**src/rtl/tsp_pkg.sv**
```systemverilog
`timescale 1ns/1ps
package tsp_pkg;
  localparam int STATE_W = 8;
  localparam int NIB_W   = 4;
  localparam int CHK_N   = 3;

  localparam logic [STATE_W-1:0] IDLE_CODE = 8'd0;
  localparam logic [STATE_W-1:0] LOAD_CODE = 8'd13;
  localparam logic [STATE_W-1:0] TERM_CODE = 8'd21;

  // state code that arms checkpoint idx
  function automatic logic [STATE_W-1:0] chk_code(input int idx);
    case (idx)
      0:       return 8'd19;
      1:       return 8'd37;
      default: return 8'd44;
    endcase
  endfunction

  // legitimate code at step k of a walk of the given length
  function automatic logic [STATE_W-1:0] path_code(input int k, input int steps);
    if (k <= 0)     return LOAD_CODE;
    if (k >= steps) return TERM_CODE;
    case (k)
      3:       return 8'd19;
      4:       return 8'd6;
      20:      return 8'd37;
      35:      return 8'd44;
      default: return STATE_W'(64 + k);
    endcase
  endfunction

  // query accepted at step k: moves code k to code k+1
  function automatic logic [STATE_W-1:0] query_code(input int k, input int steps);
    return path_code(k, steps) ^ path_code(k + 1, steps);
  endfunction

  // where a checkpoint's nibble difference lands in the next code
  function automatic logic [STATE_W-1:0] spread(input int idx, input logic [NIB_W-1:0] d);
    case (idx)
      0:       return {4'h0, d};
      1:       return {d, 4'h0};
      default: return {d, d};
    endcase
  endfunction
endpackage

```
**src/rtl/tsp_step_ctr.sv**
```systemverilog
`timescale 1ns/1ps
module tsp_step_ctr #(
  parameter int STEPS = 50,
  localparam int CW = $clog2(STEPS + 1)
) (
  input  logic          clk,
  input  logic          rst_n,
  input  logic          start,
  input  logic          advance,
  input  logic          drop,
  output logic          in_path,
  output logic [CW-1:0] step,
  output logic          at_end
);
  always_ff @(posedge clk or negedge rst_n) begin
    if (!rst_n) begin
      in_path <= 1'b0;
      step    <= '0;
    end else if (start) begin
      in_path <= 1'b1;
      step    <= '0;
    end else if (drop) begin
      in_path <= 1'b0;
      step    <= '0;
    end else if (advance) begin
      step <= step + 1'b1;
    end
  end

  assign at_end = in_path && (step == CW'(STEPS));

  AST_STEP_BOUND: assert property (@(posedge clk) disable iff (!rst_n)
    in_path |-> (step <= CW'(STEPS)));
  AST_STEP_INC: assert property (@(posedge clk) disable iff (!rst_n)
    (advance && !drop && !start) |=> (step == $past(step) + 1'b1));
endmodule

```
**src/rtl/tsp_query_match.sv**
```systemverilog
`timescale 1ns/1ps
module tsp_query_match
  import tsp_pkg::*;
#(
  parameter int STEPS = 50,
  localparam int CW = $clog2(STEPS + 1)
) (
  input  logic               in_path,
  input  logic [CW-1:0]      step,
  input  logic [STATE_W-1:0] query,
  output logic               q_ok
);
  logic [STATE_W-1:0] want;

  always_comb begin
    if (in_path) want = query_code(int'(step), STEPS);
    else         want = LOAD_CODE ^ IDLE_CODE;
    q_ok = (query == want);
  end
endmodule

```
**src/rtl/tsp_chk_mix.sv**
```systemverilog
`timescale 1ns/1ps
module tsp_chk_mix
  import tsp_pkg::*;
#(
  parameter int LFSR_W = 16,
  parameter logic [CHK_N*NIB_W-1:0] CHK_EXP = '0
) (
  input  logic               clk,
  input  logic               rst_n,
  input  logic               in_path,
  input  logic [STATE_W-1:0] state,
  input  logic [LFSR_W-1:0]  lfsr_val,
  output logic [CHK_N-1:0]   hit,
  output logic [STATE_W-1:0] pert
);
  logic [STATE_W-1:0] term [CHK_N];

  for (genvar g = 0; g < CHK_N; g++) begin : g_chk
    logic [NIB_W-1:0] diff;
    assign hit[g]  = in_path && (state == chk_code(g));
    assign diff    = lfsr_val[g*NIB_W +: NIB_W] ^ CHK_EXP[g*NIB_W +: NIB_W];
    assign term[g] = hit[g] ? spread(g, diff) : '0;
  end

  always_comb begin
    pert = '0;
    for (int i = 0; i < CHK_N; i++) pert = pert ^ term[i];
  end

  AST_CHK_ONEHOT: assert property (@(posedge clk) disable iff (!rst_n)
    $onehot0(hit));
endmodule

```
**src/rtl/tsp_path_fsm.sv**
```systemverilog
`timescale 1ns/1ps
module tsp_path_fsm
  import tsp_pkg::*;
#(
  parameter int LFSR_W = 16,
  parameter int STEPS  = 50,
  parameter logic [CHK_N*NIB_W-1:0] CHK_EXP = '0,
  localparam int CW = $clog2(STEPS + 1)
) (
  input  logic               clk,
  input  logic               rst_n,
  input  logic [STATE_W-1:0] query_vec,
  input  logic [LFSR_W-1:0]  lfsr_val,
  output logic               ts_load,
  output logic               ts_mode,
  output logic               ts_step,
  output logic               ts_valid,
  output logic               ts_trust
);
  logic [STATE_W-1:0] state;
  logic [STATE_W-1:0] pert;
  logic [CHK_N-1:0]   hit;
  logic [CW-1:0]      step;
  logic in_path, at_end, q_ok;
  logic start, advance, drop;

  tsp_query_match #(.STEPS(STEPS)) u_match (
    .in_path(in_path), .step(step), .query(query_vec), .q_ok(q_ok));

  tsp_chk_mix #(.LFSR_W(LFSR_W), .CHK_EXP(CHK_EXP)) u_mix (
    .clk(clk), .rst_n(rst_n), .in_path(in_path), .state(state),
    .lfsr_val(lfsr_val), .hit(hit), .pert(pert));

  assign start   = !in_path && q_ok;
  assign advance = in_path && !at_end && q_ok;
  assign drop    = in_path && (at_end || !q_ok);

  tsp_step_ctr #(.STEPS(STEPS)) u_ctr (
    .clk(clk), .rst_n(rst_n), .start(start), .advance(advance),
    .drop(drop), .in_path(in_path), .step(step), .at_end(at_end));

  always_ff @(posedge clk or negedge rst_n) begin
    if (!rst_n)       state <= IDLE_CODE;
    else if (start)   state <= LOAD_CODE;
    else if (drop)    state <= IDLE_CODE;
    else if (advance) state <= state ^ query_vec ^ pert;
  end

  assign ts_load  = in_path && (step == '0);
  assign ts_mode  = in_path;
  assign ts_step  = advance && (step != '0);
  assign ts_valid = at_end;
  assign ts_trust = at_end && (state == TERM_CODE);

  AST_START_LOADS: assert property (@(posedge clk) disable iff (!rst_n)
    (!ts_mode && q_ok) |=> (ts_load && state == LOAD_CODE));
  AST_IDLE_HOLD: assert property (@(posedge clk) disable iff (!rst_n)
    (!ts_mode && !q_ok) |=> !ts_mode);
  AST_LOAD_PULSE: assert property (@(posedge clk) disable iff (!rst_n)
    ts_load |=> !ts_load);
  AST_BAD_QUERY_DROPS: assert property (@(posedge clk) disable iff (!rst_n)
    (ts_mode && !ts_valid && !q_ok) |=> !ts_mode);
  AST_STEP_NOT_LOAD: assert property (@(posedge clk) disable iff (!rst_n)
    ts_step |-> (ts_mode && !ts_load));
  AST_VALID_ENDS: assert property (@(posedge clk) disable iff (!rst_n)
    ts_valid |=> (!ts_mode && !ts_valid));
  AST_TRUST_GATED: assert property (@(posedge clk) disable iff (!rst_n)
    ts_trust |-> ts_valid);
endmodule

```
**config.mk**
```make
export PLATFORM = sky130hd
export DESIGN_NAME = tsp_path_fsm
export DESIGN_NICKNAME = d
export VERILOG_FILES = /design/src/rtl/tsp_pkg.sv /design/src/rtl/tsp_step_ctr.sv /design/src/rtl/tsp_query_match.sv /design/src/rtl/tsp_chk_mix.sv /design/src/rtl/tsp_path_fsm.sv
export SDC_FILE = /design/constraint.sdc
export NUM_CORES = 1
export LEC_CHECK = 0
export ABC_AREA = 1
export BUFFER_PORTS_ARGS = -buffer_cell sky130_fd_sc_hd__buf_2
export CAP_MARGIN = 25
export CORE_MARGIN = 1
export CORE_UTILIZATION = 45
export DETAILED_ROUTE_END_ITERATION = 8
export SLEW_MARGIN = 20
export SYNTH_ARGS = -nofsm -noshare
export SYNTH_HDL_FRONTEND = slang
export SYNTH_HIERARCHICAL = 1
export SYNTH_SLANG_ARGS = --single-unit
```
**constraint.sdc**
```tcl
create_clock -name clk -period 5.91 [get_ports clk]
set_input_delay 0.2955 -clock clk [delete_from_list [all_inputs] [get_ports clk]]
set_output_delay 0.2955 -clock clk [all_outputs]
set_load 0.01 [all_outputs]
```
==> results of run 1 <==
## layout make-up
class	count	area (sq um)	area share
Clock buffer	3	41.3	0.0164
Clock inverter	1	7.51	0.00298
Inverter	67	251	0.0998
Multi-Input combinational cell	307	1620	0.643
Sequential cell	15	375	0.149
Tap cell	67	83.8	0.0333
Timing Repair Buffer	27	140	0.0556
## critical path, delay by kind of cell, from the launching register on
kind	cells	cell delay (ps)
xor+xnor	1	140
buf+inv	3	230
flops	1	640
compound gates	2	280
fa+ha+maj	1	290
simple gates	11	1670
## sequential cells by signal, indices dropped and copies added (netlist names)
name	count
state	8
u_ctr/in_path	1
u_ctr/step	6
## worst paths after layout
check / start / end / cells past startpoint
worst max-delay path: u_ctr/step[0] / ts_step / 18
worst min-delay path: query_vec[2] / state[2] / 5
worst max register to register: u_ctr/step[0] / u_ctr/step[5] / 20
worst min register to register: state[7] / state[7] / 2
max in group asynchronous: rst_n / state[3] / 2
min in group asynchronous: rst_n / u_ctr/step[0] / 2
## layout by cell type (no fill, tap or decap), types with 2 or more instances in the layout
cell type    n
nor3_1       3
nand3_1     52
nor2_8       2
buf_2       26
nand3b_1     8
nand2_4      6
o21ai_1      6
inv_2       18
nand2_1    120
dfrtp_1     15
nand4_1     18
o21ai_0      6
nor2_1      39
ha_1         7
clkbuf_8     3
nor2_2       7
nand2_2     11
inv_1       48
nor2_4       7
a21oi_2      3
nand3_2      5
## per-stage QoR
stage | std cells | hold WS [ps] | setup WS [ps]
global placement | 482 | 236 | 2340
CTS | 487 | 437 | 2060
floorplan | 392 | -0.0911 | 2960
detailed placement | 482 | 235 | 2300
finish | 487 | 438 | 2110
global route | 487 | 471 | 1730
## metal layers
metal	track usage	up-vias	wire length, um
li1	-	1305	-
met1	0.318	1062	2770
met2	0.363	42	2490
met3	0.0221	5	184
met4	0.0523	0	44
met5	0	-	0
## power by group
part           switching, mW  internal [mW]  total [mW]
clock                 0.0428         0.0476      0.0903
combinational         0.0416         0.0263      0.0679
sequential            0.0159          0.107       0.123
## what timing repair did
item                                    in CTS  in global routing
endpoints found under the setup margin       0                  0
hold buffers                                 1                  0
resized for setup                            0                  0
hold endpoints to repair                    15                  0
==> metrics.md, run 1 <==
| Metric | Value |
|---|---|
| Status | finished, final reports clean |
| Root buffer cell | clkbuf_8 |
| Clock Sinks | 15 |
| Vias | 2,414 |
| Hpwl dp | 4.49 mm |
| Die height | 73.0 um |
| Final instance area | 2520 sq um |
| # fillers | 523 |
| Setup Skew | 9.14 ps |
| # port buffers | 26 |
| Layout Utilization | 0.527 |
| Area grow syn2layout | 11.3% |
| Core area | 4790 sq um |
| Initial antenna violation count | 0 |
| Final setup vio count | 0 |
| Slowest CP cell | dfrtp_1 |
| Slew margin rel. | 0.496 |
| Fmax | 263 MHz |
| Fin crit period | 3800 ps |
| Clock Path Buffers | 2 |
| Post-CTS Setup Inserts | 0 |
| Overall die area | 5320 sq um |
| Hold Vio Cnt, Final | 0 |
| Total congestion overflow | 0 |
| Dpl cell area | 2460 sq um |
| Remaining DRCs | 0 |
| DRT iter0 DRCs | 126 |
| CTS Buf Count | 3 |
| Final period util | 0.644 |
| CP Data Required Time | 5610 ps |
| Post-Syn Instances | 392 |
| TritonCTS clock tree | built |
| Crit Path Max Fanout | 14 |
| GR Util All Layers | 0.223 |
| Flop2flop setup slack | 2310 ps |
| Kind of end point of the critical path | primary output |
| Chip width | 73.0 um |
| HP Class | input port to register |
| WL/cell | 11.3 um |
| DR vias/cell | 4.96 |
| CP Class | register to primary output |
| Startpoint types | register |
| Cell mode on critical path | nand2_1 |
| Lkg Pwr | 1.40 nW |
| Synthesized net count | 425 |
| Tot Pwr | 281 uW |
| Yosys warns | 6 |
| Layout cells sized above 1 | 0.214 |
| # IOs | 31 |
| Final net count | 454 |
| Largest net degree at the start of global routing | 22 |
| Worst-Margin Slew | 756 ps |
| Worst skew pair latency | 260 ps |
| DRT Pass-1 Iters | 4 |
| Worst EP arrival | 3510 ps |
| Htree depth | 1 |
| Global placement routability congestion | 0.839 |
| Max VDD drop | 0.121 mV |
| Mapped Area | 2270 sq um |
| Routed Antenna Nets | 0 |
| DRT Wirelength | 5.49 mm |
| Clock-pin slew on the worst setup and hold paths | 70 ps |
| Setup tns final | 0 ps |
| Initial core utilization | 0.473 |
| # diodes | 0 |
| Mapped Avg Cell Area | 5.78 sq um |
| Power Density | 112 nW/um^2 |
| Setup repair after global routing missed its margin | no |
| Crit path cell chain | ha_1 > nand4_1 > nand2_1 > inv_2 > nor2_1 > nand2_2 > nand2_1 > nand2_1 > a21boi_0 > o21ai_1 > xor2_1 > nand3_1 > nor2_1 > nand2_2 > nor2_8 > nand2_1 > inv_1 > buf_2 |
| Slew Limit Fails | 0 |
| FP Rows | 25 |
| Slowest stage delay, CP | 640 ps |
| First-pass GRT wire length | 9.14 mm |
| Vias in the first global route | 2,032 |
| Max-cap violations | 0 |
(Power assumes the default switching activity.)
==> inputs of run 2 (changes only) <==
--- a/config.mk
+++ b/config.mk
@@ -5,12 +5,13 @@
 export SDC_FILE = /design/constraint.sdc
 export NUM_CORES = 1
 export LEC_CHECK = 0
-export ABC_AREA = 1
+export ABC_AREA = 0
 export BUFFER_PORTS_ARGS = -buffer_cell sky130_fd_sc_hd__buf_2
 export CAP_MARGIN = 25
 export CORE_MARGIN = 1
 export CORE_UTILIZATION = 45
 export DETAILED_ROUTE_END_ITERATION = 8
+export PLACE_DENSITY = 0.65
 export SLEW_MARGIN = 20
 export SYNTH_ARGS = -nofsm -noshare
 export SYNTH_HDL_FRONTEND = slang
==> constraint.sdc (replaced) <==
create_clock -name clk -period 3.73 [get_ports clk]
set_input_delay 0.1865 -clock clk [delete_from_list [all_inputs] [get_ports clk]]
set_output_delay 0.1865 -clock clk [all_outputs]
set_load 0.01 [all_outputs]
==> run 2 against run 1 <==
  * The run now ends with negative setup slack left
  * Wire length decreased by 1.8%
  * Via count fell by 14%
  * Worst hold slack worse by 64 ps
  * Non-clock buffer count is 26 higher
  * Critical endpoint unchanged
  * Largest power group unchanged
==> metrics.md, run 2 <==
| Metric | Value |
|---|---|
| Worst EP arrival | 3670 ps (+160 ps) |
| Total congestion overflow | 0 (unchanged) |
| CP Class | register to primary output |
| DRT Wirelength | 5.39 mm (-1.8%) |
| P_int | 261 uW (+44%) |
| Crit Path Max Fanout | 5 (-9) |
| Max VDD drop | 0.181 mV (+50%) |
| Remaining DRCs | 0 (unchanged) |
| Mapped Avg Cell Area | 8.27 sq um (+43%) |
| DRT iter0 DRCs | 155 (+23%) |
| # IOs | 31 (unchanged) |
| Synthesized net count | 285 (-33%) |
| Htree depth | 1 (unchanged) |
| Clock Power Share | 0.384 (+0.063) |
| Setup Skew | 0.549 ps (-8.59 ps) |
| Max reg flops | 8 (unchanged) |
| WL/cell | 15.5 um (+38%) |
| Origin of the critical flop-to-flop path | u_ctr/step[0] |
| Kind of end point of the critical path | primary output |
| Routed Antenna Nets | 0 (unchanged) |
| Clock Sinks | 15 (unchanged) |
| Clock Path Buffers | 2 (unchanged) |
| CP Data Required Time | 3540 ps (-2070 ps) |
| Dpl cell area | 2400 sq um (-2.5%) |
| Area grow syn2layout | 23.8% |
| # diodes | 0 (unchanged) |
| Tot Pwr | 330 uW (+18%) |
| Post-Syn Instances | 252 (-36%) |
| # port buffers | 26 (unchanged) |
| Setup repair after global routing missed its margin | yes |
| DR vias/cell | 6.00 (+21%) |
| TritonCTS clock tree | built |
| Lkg Pwr | 1.04 nW (-26%) |
| Core area | 4410 sq um (-7.8%) |
| Mapped Area | 2080 sq um (-8.0%) |
| HP Class | input port to async pin |
| Max-cap violations | 0 (unchanged) |
| Yosys warns | 6 (unchanged) |
| Commonest cells after routing, fill and taps aside | buf_2 (26), buf_4 (25), nor2_1 (19) |
| Worst r2r path cells | 17 (-15%) |
| Startpoint types | register |
| First-pass GRT wire length | 8.58 mm (-6.2%) |
| Overall die area | 4910 sq um (-7.8%) |
| Largest net degree at the start of global routing | 23 (+4.5%) |
| Most common cell after layout, fill and taps aside | buf_2 |
| FP Rows | 24 (-4.0%) |
| Final net count | 329 (-28%) |
| Sequential fraction of design power | 0.498 (+0.061) |
| Initial core utilization | 0.472 (-0.00124) |
| Worst-Margin Slew | 864 ps (+107 ps) |
| Fmax | 259 MHz |
| Combinational share of power | 0.118 (-0.124) |
| # fillers | 412 (-21%) |
| Post-route setup slack | -131 ps (-2240 ps) |
| Regs by FF count | state x8, u_ctr/step x6, u_ctr/in_path x1 |
| Sw power | 69.2 uW (-31%) |
| Die height | 70.1 um (-4.0%) |
| Worst R2R End | u_ctr/step[3] |
| Vias | 2,083 (-14%) |
| Worst skew pair latency | 240 ps (-20 ps) |
| Sw Ratio | 0.209 (-0.147) |
| Hold Vio Cnt, Final | 0 (unchanged) |
| Initial antenna violation count | 0 (unchanged) |
| Clock-pin slew on the worst setup and hold paths | 60 ps (about the same) |
| Final setup vio count | 6 (+6) |
| Final period util | 1.04 |
| Status | finished, violations left |
| Place WS | -92.6 ps (-2390 ps) |
| Slew Limit Fails | 0 (unchanged) |
| Power Density | 128 nW/um^2 (+15%) |
| GR Util All Layers | 0.211 (-0.0117) |
| Flop2flop setup slack | -60 ps (-2370 ps) |
| Slew margin rel. | 0.423 (-0.0727) |
| Global placement routability congestion | 0.871 (+3.9%) |
| Violated checks | negative setup slack |
| Layout cells sized above 1 | 0.305 (+0.0908) |
| Fin crit period | 3860 ps |
| Biggest register | state |
| Chip width | 70.1 um (-4.0%) |
| Vias in the first global route | 1,804 (-11%) |
| Final instance area | 2580 sq um (+2.4%) |
| CTS Buf Count | 3 (unchanged) |
| Hpwl dp | 3.97 mm (-12%) |
| Root buffer cell | clkbuf_8 |
| Critical path launch point | u_ctr/step[0] |
| DRT Pass-1 Iters | 4 (unchanged) |
[run 2: worst max path at each step]
stage,to,slack [ps]
after floorplan,u_ctr/step[1],-4
after global placement,u_ctr/step[5],-90
after detailed placement,u_ctr/step[5],-90
after CTS,ts_step,-120
after global routing,ts_step,-300
final,ts_step,-130
[run 2: power groups by stage]
stage	Sequential [mW]	Combinational (mW)	Clock, mW
6_report	0.164	0.0389	0.127
5_1_grt	0.164	0.0424	0.139
3_3_place_gp	0.167	0.0381	0
2_1_floorplan	0.167	0.0176	0
4_1_cts	0.164	0.0390	0.131
3_5_place_dp	0.167	0.0381	0
[run 2: timing repair]
action	in CTS	in global routing
hold endpoints to repair	15	0
pin swaps	4	15
hold buffers	1	0
setup endpoints to repair	7	12
buffers inserted	0	3
gates resized for setup	2	22
[run 2: stage by stage]
step	utilization	setup TNS [ps]	hold WS, ps	instances
3_5_place_dp	0.544	-316	113	339
6_report	0.585	-354	374	347
2_1_floorplan	-	-5.70	-109	252
4_1_cts	0.557	-170	385	344
5_1_grt	0.585	-1410	397	347
3_3_place_gp	0.544	-228	112	339
[run 2: area by class of cell]
type | count | area [sq um] | area share
Clock buffer | 4 | 45.0 | 0.0175
Inverter | 10 | 42.5 | 0.0165
Multi-Input combinational cell | 213 | 1710 | 0.663
Sequential cell | 15 | 378 | 0.146
Tap cell | 52 | 65.1 | 0.0252
Timing Repair Buffer | 53 | 339 | 0.131
[run 2: critical path, stage by stage, from the launching register on]
cell       delay (ps)
dfrtp_2           460
inv_4              60
ha_4              280
nand4bb_1         130
a21oi_1           140
or4_4             590
o221ai_2           90
xor2_1            240
nor3b_1            80
a2111o_1          400
nor4b_2           280
buf_4             180
nand3b_1          110
buf_4             180
a21oi_2            80
buf_2             130
[run 2: routing by layer]
layer  share of wire  up-vias  GRT usage
li1                -     1043          -
met1            0.49      994      0.328
met2            0.47       42      0.310
met3           0.039        4     0.0130
met4          0.0074        0     0.0689
met5               0        -          0
